**src/rtl/usb_chg_detect.sv**
```systemverilog
module usb_chg_detect #(
  parameter int DP_SETTLE_US   = 560,
  parameter int CMP_SETTLE_US  = 140,
  parameter int DCD_DBNC_US    = 10000,
  parameter int DCD_TIMEOUT_US = 900000
) (
  input  logic       clk,
  input  logic       rst_n,
  input  logic       us_tick,
  input  logic       start,
  input  logic       abort,
  input  logic       dp_line,
  input  logic       cmp_out,
  output logic       idp_src_en,
  output logic       dm_pd_force_on,
  output logic       dm_pd_force_off,
  output logic       det_secondary,
  output logic       vdat_src_en,
  output logic       cmp_en,
  output logic       done,
  output logic [1:0] result,
  output logic       dcd_timeout
);

  localparam int SETTLE_MAX = (DP_SETTLE_US > CMP_SETTLE_US) ? DP_SETTLE_US : CMP_SETTLE_US;
  localparam int SW = $clog2(SETTLE_MAX + 1);
  localparam int DW = $clog2(DCD_DBNC_US + 1);
  localparam int TW = $clog2(DCD_TIMEOUT_US + 1);

  localparam logic [1:0] RES_SDP = 2'd1;
  localparam logic [1:0] RES_CDP = 2'd2;
  localparam logic [1:0] RES_DCP = 2'd3;

  typedef enum logic [2:0] {S_IDLE, S_DCD, S_PRI, S_SEC, S_FIN} state_t;

  state_t        state;
  logic [SW-1:0] settle_cnt;
  logic [DW-1:0] run_cnt;
  logic [TW-1:0] tmo_cnt;

  logic dp_settled, cmp_settled, contact, tmo_hit;

  assign dp_settled  = settle_cnt == SW'(DP_SETTLE_US);
  assign cmp_settled = settle_cnt == SW'(CMP_SETTLE_US);
  assign contact     = dp_settled && dp_line && (run_cnt == DW'(DCD_DBNC_US - 1));
  assign tmo_hit     = tmo_cnt == TW'(DCD_TIMEOUT_US - 1);

  always_ff @(posedge clk or negedge rst_n) begin
    if (!rst_n) begin
      state       <= S_IDLE;
      settle_cnt  <= '0;
      run_cnt     <= '0;
      tmo_cnt     <= '0;
      result      <= '0;
      dcd_timeout <= 1'b0;
    end else if (abort) begin
      state       <= S_IDLE;
      settle_cnt  <= '0;
      run_cnt     <= '0;
      tmo_cnt     <= '0;
      result      <= '0;
      dcd_timeout <= 1'b0;
    end else begin
      case (state)
        S_IDLE:
          if (start) begin
            state       <= S_DCD;
            settle_cnt  <= '0;
            run_cnt     <= '0;
            tmo_cnt     <= '0;
            result      <= '0;
            dcd_timeout <= 1'b0;
          end
        S_DCD:
          if (us_tick) begin
            tmo_cnt <= tmo_cnt + 1'b1;
            if (!dp_settled) settle_cnt <= settle_cnt + 1'b1;
            else             run_cnt    <= dp_line ? run_cnt + 1'b1 : '0;
            if (contact) begin
              state      <= S_PRI;
              settle_cnt <= '0;
            end else if (tmo_hit) begin
              state       <= S_PRI;
              settle_cnt  <= '0;
              dcd_timeout <= 1'b1;
            end
          end
        S_PRI:
          if (us_tick) begin
            if (!cmp_settled) settle_cnt <= settle_cnt + 1'b1;
            else if (cmp_out) begin
              state      <= S_SEC;
              settle_cnt <= '0;
            end else begin
              state  <= S_FIN;
              result <= RES_SDP;
            end
          end
        S_SEC:
          if (us_tick) begin
            if (!cmp_settled) settle_cnt <= settle_cnt + 1'b1;
            else begin
              state  <= S_FIN;
              result <= cmp_out ? RES_DCP : RES_CDP;
            end
          end
        S_FIN:   state <= S_IDLE;
        default: state <= S_IDLE;
      endcase
    end
  end

  assign idp_src_en      = state == S_DCD;
  assign dm_pd_force_on  = state == S_DCD;
  assign dm_pd_force_off = (state == S_PRI) || (state == S_SEC);
  assign det_secondary   = state == S_SEC;
  assign vdat_src_en     = (state == S_PRI) || (state == S_SEC);
  assign cmp_en          = (state == S_PRI) || (state == S_SEC);
  assign done            = state == S_FIN;

  // Checker: ticks elapsed since the control outputs last changed
  logic [5:0] ctl, ctl_q;
  int         since_ctl;
  assign ctl = {idp_src_en, dm_pd_force_on, dm_pd_force_off, det_secondary, vdat_src_en, cmp_en};

  always_ff @(posedge clk or negedge rst_n) begin
    if (!rst_n) begin
      ctl_q     <= '0;
      since_ctl <= 0;
    end else begin
      ctl_q     <= ctl;
      since_ctl <= (ctl != ctl_q) ? int'(us_tick) : since_ctl + int'(us_tick);
    end
  end

  a_r2_pd_exclusive: assert property (@(posedge clk) disable iff (!rst_n)
    !(dm_pd_force_on && dm_pd_force_off));

  a_r9_done_single: assert property (@(posedge clk) disable iff (!rst_n)
    done |=> !done);

  a_r10_abort_quiet: assert property (@(posedge clk) disable iff (!rst_n)
    abort |=> (ctl == 6'd0) && !done && (result == 2'd0) && !dcd_timeout);

  a_r9_result_hold: assert property (@(posedge clk) disable iff (!rst_n)
    (state == S_IDLE && !start && !abort) |=> $stable(result) && $stable(dcd_timeout));

  a_r6_cmp_settle: assert property (@(posedge clk) disable iff (!rst_n)
    $rose(done) |-> $past(since_ctl) >= CMP_SETTLE_US);

  a_r3_dp_settle: assert property (@(posedge clk) disable iff (!rst_n)
    ($rose(vdat_src_en) && !dcd_timeout) |-> $past(since_ctl) >= DP_SETTLE_US + DCD_DBNC_US - 1);

endmodule

```
**config.mk**
```make
export PLATFORM = sky130hd
export DESIGN_NAME = usb_chg_detect
export DESIGN_NICKNAME = d
export VERILOG_FILES = /design/src/rtl/usb_chg_detect.sv
export SDC_FILE = /design/constraint.sdc
export NUM_CORES = 1
export LEC_CHECK = 0
export ABC_AREA = 0
export BUFFER_PORTS_ARGS = -buffer_cell sky130_fd_sc_hd__buf_4
export CORE_MARGIN = 1
export CORE_UTILIZATION = 60
export DETAILED_ROUTE_END_ITERATION = 12
export PLACE_DENSITY = 0.79
export SLEW_MARGIN = 20
export SYNTH_ARGS = -nofsm -noshare
export SYNTH_HDL_FRONTEND = slang
export SYNTH_SLANG_ARGS = --single-unit
export TNS_END_PERCENT = 50
```
**constraint.sdc**
```tcl
create_clock -name clk -period 3.2 [get_ports clk]
set_clock_uncertainty 0.15 [all_clocks]
set_input_delay 0 -clock clk [delete_from_list [all_inputs] [get_ports clk]]
set_output_delay 0 -clock clk [all_outputs]
set_load 0.005 [all_outputs]
```
# == Yosys cells after proc, flatten, opt, wreduce, memory -nomap -nowiden ==
# Cells that the tools add are included.
# word_totals
regBits,50
in_bits,7
out_inout_bits,10
elab_cells,92
# classes
add_sub_neg,3
n_eq_ne,22
muxes,48
n_reduce_logical,13
# op_table
operator,count
$mux W10,11
$mux W14,5
$mux W20,3
$pmux W10 S4,1
$pmux W20 S2,1
$mux W3,10
$pmux W14 S2,1
$ne A3 B3 Y1 const B,8
$add A20 B1 Y20 const B,1
$eq A20 B20 Y1 const B,1
$add A14 B1 Y14 const B,1
$eq A14 B14 Y1 const B,1
$mux W2,7
$reduce_and A7 Y1,2
$pmux W3 S4,1
$add A10 B1 Y10 const B,1
$eq A10 B10 Y1 const B,1
$eq A10 B8 Y1 const B,1
$ne A3 B2 Y1 const B,3
$reduce_and A8 Y1,1
$eq A3 B2 Y1 const B,2
$mux W1,6
$pmux W2 S3,1
$ne A5 B3 Y1 const B,1
other kinds (14),15

# == Depth between registers and ports, before layout ==
# Gate-level depths: netlist of the first run.
# depth
word_depth,7
ltp_mapped,9
depth_no_buf,8

# == Least setup slack after synthesis of the first run ==
# No wires, ideal clock.
# synth_timing
path_type,register -> register
from,reg settle_cnt[0]
to,reg run_cnt[10]
setup_time_ps,78
t_arrival_ps,2282
required_ps,2972
setup_slack_ps,690
path_stages_with_launch,10
n_path_buf,1
period_less_slack_ps,2510
cell_sequence,dfrtp_1 > inv_1 > ha_1 > nor3b_1 > nand4_1 > a21o_1 > or3_1 > clkbuf_1 > or3_1 > a21oi_1
# synth_between
elab_chain_len,3
# synth_rtl
item,line_no,source
from (decl),37,logic [SW-1:0] settle_cnt;
from (signal assigned),77,if (!dp_settled) settle_cnt <= settle_cnt + 1'b1;
from (signal assigned),90,if (!cmp_settled) settle_cnt <= settle_cnt + 1'b1;
from (signal assigned),101,if (!cmp_settled) settle_cnt <= settle_cnt + 1'b1;
$eq A10 B10 Y1,43,assign dp_settled = settle_cnt == SW'(DP_SETTLE_US);
$ne A3 B2 Y1 (no source line),n/a,
$reduce_and A4 Y1 (no source line),n/a,
to (signal assigned),78,else run_cnt <= dp_line ? run_cnt + 1'b1 : '0;
to (decl),38,logic [DW-1:0] run_cnt;
# Every way passes these cells.
# A chain may end at the register's enable or synchronous reset.

# == Worst setup path after layout of the first run ==
# layout_timing
from,reg settle_cnt[0]
to,reg settle_cnt[3]
# layout_between
elab_chain_len,7
# layout_rtl
item,line_no,source
$add A10 B1 Y10 / $eq A10 B10 Y1 (equally long branches),n/a,
$mux W10 / $logic_and A1 B1 Y1 (equally long branches),"77, 45",
$mux W10 / $logic_and A1 B1 Y1 (equally long branches),"82, 45",
$mux W10,79,if (contact) begin
$mux W10,75,if (us_tick) begin
$pmux W10 S4,64,case (state)
$mux W10,56,end else if (abort) begin
# Parallel ways exist; a longest one is shown, timed or not. The select of a mux whose other input is x is not followed.

==> results.json, run 1 <==
{
  "totalWireLength_mm": 5.69,
  "swShare_pct": 33.6,
  "worstPathMaxFanout": 12,
  "cts_max_level": 2,
  "grt_pass1_wl_mm": 9.67,
  "synth.avg_cell_area_um2": 9.01,
  "initial_utilization_pct": 63.3,
  "end_kind": "register",
  "reg2regPathDepth": 8,
  "synth.distinct_cells": 47,
  "core_um2": 4410,
  "crit_required_ns": 3.29,
  "netlist_top_cells_area": "dfrtp_1 45%, nor2_1 5.0%, o21ai_0 4.7%, xor2_1 4.4%, nand3_1 3.8%",
  "globalRouteTotalUtil_pct": 24.3,
  "yosys.area.top_type": "dfrtp_1",
  "dr.pass1.iters": 4,
  "p_seq_share_pct": 46.9,
  "drv_slew": 0,
  "port_buffers": 16,
  "synth_common_cells": "50 x dfrtp_1, 37 x nor2_1, 26 x o21ai_0",
  "design_area_um2": 3090,
  "synth_ff_type": "dfrtp_1",
  "postCtsHoldBufs": 7,
  "syn_nets": 321,
  "clock-sinks": 50,
  "setup.worst_path.start_class": "register",
  "synth_top_area_share_pct": 44.8,
  "setup_tns_ns": 0,
  "syn_to_final_growth_pct": 10.5,
  "synth-async-reset-ratio_pct": 100,
  "setup_viol": 0,
  "grt_max_degree": 51,
  "tightest_slew_ns": 0.747,
  "die_w_um": 70.2,
  "fmax_mhz": 341,
  "cts.clk_slew.worst_paths_ns": 0.09,
  "die-area_um2": 4930,
  "cts_resized": 0,
  "synth-edff-count": 0,
  "pin_count": 17,
  "p_comb_share_pct": 28.2,
  "route.detailed.drc": 0,
  "hpwl_mm": 3.89,
  "synth_seq_area_share_pct": 44.8,
  "clockBufferDepth": 2,
  "wl_per_cell_um": 15.0,
  "cts_root_buf": "clkbuf_8",
  "clockPowerShare_pct": 24.9,
  "gr-total-overflow": 0,
  "drive_above_1_share_pct": 9.45,
  "antenna_found_initial": 0,
  "syn_inst": 310,
  "fin_crit_sh_pct": 91.7,
  "synth_area_um2": 2790,
  "r2r-start": "settle_cnt[0]",
  "period_needed_ns": 2.94,
  "cts_setup_buffers": 0,
  "rows": 24,
  "timing.slew.headroom_pct": 49.8,
  "netSwitchingPower_mw": 0.501,
  "antenna_left": 0,
  "antenna_cells": 0,
  "ir_drop_uv": 304,
  "drt-initial-drc-count": 187,
  "final_nets": 338,
  "hp-class": "in -> async",
  "yosysMostFrequentCell": "dfrtp_1",
  "setup.worst_path.class": "reg -> reg",
  "rrSetupSlack_ns": 0.26,
  "vias_per_cell": 5.99,
  "clock_latency_ns": 0.30,
  "grt_pass1_vias": 2127,
  "internal_power_mw": 0.992,
  "rsz0062_at_grt": "no",
  "drv_cap": 0,
  "power_density_nw_per_um2": 484,
  "yosysWarnings": 0,
  "p_leak_nw": 1.32,
  "critPathArrivalTime_ns": 3.03,
  "placed_area_um2": 2930,
  "finalWeightedCongestion": 0.822,
  "cts_tree": "yes",
  "num_vias": 2278,
  "timing.rr.end": "settle_cnt[3]",
  "die_h_um": 70.2,
  "finalHoldViolCount": 0,
  "cts_made_buffers": 5,
  "ys_ff_latch": 50,
  "outcome": "finished clean"
}
-- power groups by stage --
stage / clock network [mW] / registers (mW) / logic [mW]
floorplan: 0 / 0.694 / 0.312
global placement: 0 / 0.711 / 0.408
detailed placement: 0 / 0.711 / 0.410
CTS: 0.385 / 0.699 / 0.421
global route: 0.402 / 0.705 / 0.475
finish: 0.372 / 0.701 / 0.421
-- worst max-delay path by stage --
stage	from	end	slack (ns)	cells after the start
floorplan	settle_cnt[0]	run_cnt[10]	0.69	9
global placement	settle_cnt[0]	settle_cnt[5]	0.46	8
detailed placement	settle_cnt[0]	settle_cnt[8]	0.35	8
CTS	settle_cnt[0]	settle_cnt[8]	0.30	8
global route	settle_cnt[0]	settle_cnt[8]	0.04	8
finish	settle_cnt[0]	settle_cnt[3]	0.26	8
-- registers in the layout, summed over array words and instances, names as in the netlist --
name	count
dcd_timeout	1
state	3
result	2
tmo_cnt	20
settle_cnt	10
run_cnt	14
-- stage by stage --
| step | utilization, % | power (mW) | hold slack [ns] | worst slack, ns | std cells |
|---|---|---|---|---|---|
| floorplan | - | 1.01 | -0.446 | 0.690 | 310 |
| global placement | 66.3 | 1.12 | -0.0890 | 0.458 | 365 |
| detailed placement | 66.3 | 1.12 | -0.0877 | 0.350 | 365 |
| CTS | 69.9 | 1.50 | 0.130 | 0.300 | 380 |
| global route | 69.9 | 1.58 | 0.187 | 0.0423 | 380 |
| finish | 69.9 | 1.49 | 0.107 | 0.265 | 380 |
-- placed cells by master (no fill, tap or decap), types with 4 or more instances in the layout --
cell,count
xnor2_1,6
nor2_1,37
xor2_1,14
inv_1,10
a22o_1,6
a21oi_1,12
o31ai_1,5
nand2_1,21
buf_4,19
nand4_1,12
dlygate4sd3_1,7
nor2b_1,5
or3_1,10
ha_1,4
nand3_1,21
nor3_1,9
and3_1,7
o21ai_0,26
clkbuf_8,6
dfrtp_1,50
-- cell type report --
| cell class | instances | area (um2) |
|---|---|---|
| clock buffers | 7 | 86.3 |
| clock inverters | 1 | 5.00 |
| fillers | 353 | 1330 |
| inverters | 10 | 37.5 |
| multi-input cells | 234 | 1430 |
| flip-flops and latches | 50 | 1250 |
| well taps | 52 | 65.1 |
| repair buffers | 26 | 213 |
-- worst max-delay path, stage by stage, from the launching register on --
cell and delay [ns]:
dfrtp_1 0.42, inv_1 0.11, ha_1 0.15, nor3b_1 0.30, nand4_1 0.29, nor4_2 0.51
o31a_1 0.42, and2_1 0.35, a22o_1 0.18
-- metal layers --
metal | up-vias | GRT usage [%] | part of all wire [%]
met4 | 0 | 6.22 | 0.93
met1 | 1081 | 34.5 | 49
met3 | 6 | 3.90 | 3.1
li1 | 1152 | - | -
met2 | 39 | 38.8 | 47
met5 | - | 0 | 0
-- cell families (layout without fill, tap and decap cells) --
family	Yosys count	after routing	share of synthesized area [%]
compound gates	67	67	16.0
xor+xnor	20	20	6.27
fa+ha+maj	4	4	1.79
buf+inv	26	44	4.08
flops	50	50	44.8
mux	2	2	0.717
simple gates	141	141	26.3
Note: power is estimated with default switching activity, not from simulation.
==> run 2: changes to the inputs <==
- CORE_ASPECT_RATIO: not set -> 0.8
- clock period: 3.2 -> 3.4 ns (I/O delays scaled with it)
==> results.json, run 2 (synthesis gave the netlist of run 1 again) <==
{
  "outcome": "finished clean",
  "final_util_pct": 71.9,
  "cts_root_buf": "clkbuf_8",
  "worstPathMaxFanout": 4,
  "die_h_um": 63.0,
  "hpwl_mm": 4.10,
  "clockBufferDepth": 2,
  "ir_drop_uv": 270,
  "p_comb_share_pct": 26.9,
  "finalHoldViolCount": 0,
  "drv_cap": 0,
  "drive_above_1_share_pct": 9.12,
  "gr-total-overflow": 0,
  "cts_made_buffers": 5,
  "period_needed_ns": 2.92,
  "syn_to_final_growth_pct": 11.6,
  "tightest_slew_ns": 0.826,
  "cts_tree": "yes",
  "layout_commonest_cell": "dfrtp_1",
  "drv_slew": 0,
  "cts_max_level": 2,
  "p_seq_share_pct": 44.9,
  "clock-sinks": 50,
  "final_nets": 339,
  "swShare_pct": 32.8,
  "largest_reg_flops": 20,
  "reg.largest.list": "tmo_cnt: 20 flops, run_cnt: 14 flops, settle_cnt: 10 flops",
  "totalWireLength_mm": 6.02,
  "grt_pass1_vias": 2308,
  "cts.clk_slew.worst_paths_ns": 0.09,
  "pin_count": 17,
  "initial_utilization_pct": 64.4,
  "crit_required_ns": 3.50,
  "num_vias": 2375,
  "rsz0062_at_grt": "no",
  "p_leak_nw": 1.33,
  "fin_crit_sh_pct": 85.8,
  "setup.worst_path.start_class": "register",
  "antenna_left": 0,
  "vias_per_cell": 6.15,
  "internal_power_mw": 0.989,
  "largest-register": "tmo_cnt",
  "grt_pass1_wl_mm": 10.7,
  "design_area_um2": 3120,
  "cts_setup_buffers": 0,
  "grt_max_degree": 51,
  "port_buffers": 16,
  "final_cell_mix": "50 x dfrtp_1, 37 x nor2_1, 26 x o21ai_0",
  "dr.pass1.iters": 4,
  "fmax_mhz": 343,
  "setup_viol": 0,
  "wl_per_cell_um": 15.6,
  "setup_ws_ns": 0.484,
  "setup.worst_path.class": "reg -> reg",
  "clockPowerShare_pct": 28.2,
  "finalWeightedCongestion": 0.843,
  "cts_resized": 0,
  "netSwitchingPower_mw": 0.483,
  "critPathArrivalTime_ns": 3.02,
  "clock_latency_ns": 0.31,
  "antenna_found_initial": 0,
  "hp-class": "in -> async",
  "timing.slew.headroom_pct": 44.5,
  "fill_cells": 333,
  "die-area_um2": 4940,
  "drt-initial-drc-count": 104,
  "placed_area_um2": 2930,
  "end_kind": "register",
  "setup_tns_ns": 0,
  "globalRouteTotalUtil_pct": 27.5,
  "place_ws_ns": 0.544,
  "antenna_cells": 0,
  "route.detailed.drc": 0,
  "power_density_nw_per_um2": 472,
  "core_um2": 4340,
  "rows": 21,
  "die_w_um": 78.3
}
## run 2: changes by cell type in the layout (fill, tap and decap cells not counted), sizes merged
cell / before / now
clkinv: 1 / 0
dlygate4sd3: 7 / 8
bufinv: 0 / 1
## run 2: worst paths after layout
| path | startpoint | endpoint | slack (ns) | cells past startpoint |
|---|---|---|---|---|
| worst max-delay path | settle_cnt[0] | result[1] | 0.48 | 8 |
| worst min-delay path | rst_n | settle_cnt[5] | 0.08 | 2 |
| worst max register to register | settle_cnt[0] | result[1] | 0.48 | 8 |
| worst min register to register | tmo_cnt[15] | tmo_cnt[15] | 0.37 | 1 |
| max in group asynchronous | rst_n | tmo_cnt[8] | 2.58 | 2 |
| min in group clk | start | state[2] | 0.16 | 4 |
## run 2: metrics by stage
stage               hold slack, ns  instances  power (mW)
floorplan                   -0.446        310       0.947
global placement           -0.0908        370        1.05
detailed placement         -0.0894        370        1.06
CTS                          0.110        386        1.48
global route                 0.168        386        1.55
finish                      0.0844        386        1.47
## run 2: routing by layer
| layer | up-vias | global-route usage [%] | routed length (um) |
|---|---|---|---|
| li1 | 1151 | - | - |
| met1 | 1144 | 37.4 | 2830 |
| met2 | 73 | 44.3 | 2800 |
| met3 | 7 | 4.53 | 302 |
| met4 | 0 | 9.72 | 85 |
| met5 | - | 0 | 0 |
## run 2: worst max-delay path, cell delays in order (launching register included)
cell           delay (ns)
dfrtp_1              0.42
inv_1                0.10
ha_1                 0.15
nor3b_1              0.28
and4_1               0.31
nand4_1              0.14
dlygate4sd3_1        0.59
o2bb2ai_1            0.15
dlygate4sd3_1        0.57
## run 2: cell type report
cell class | count | area (um2) | share of cell area (%)
Multi-Input combinational cell | 234 | 1430 | 45.8
Sequential cell | 50 | 1250 | 40.1
Timing Repair Buffer | 27 | 223 | 7.14
Clock buffer | 7 | 76.3 | 2.45
Tap cell | 57 | 71.3 | 2.29
Inverter | 10 | 37.5 | 1.20
Clock inverter | 1 | 30.0 | 0.963
## run 2: power by group through the flow
stage,sequential (mW),clock (mW),combinational [mW]
after global placement,0.671,0,0.381
final,0.660,0.415,0.396
after floorplan,0.653,0,0.293
after CTS,0.659,0.421,0.396
after detailed placement,0.670,0,0.390
after global routing,0.665,0.443,0.446
## run 2: what timing repair did
action	CTS	global route
setup endpoints to repair	0	0
hold buffers	8	0
hold endpoints to repair	62	0
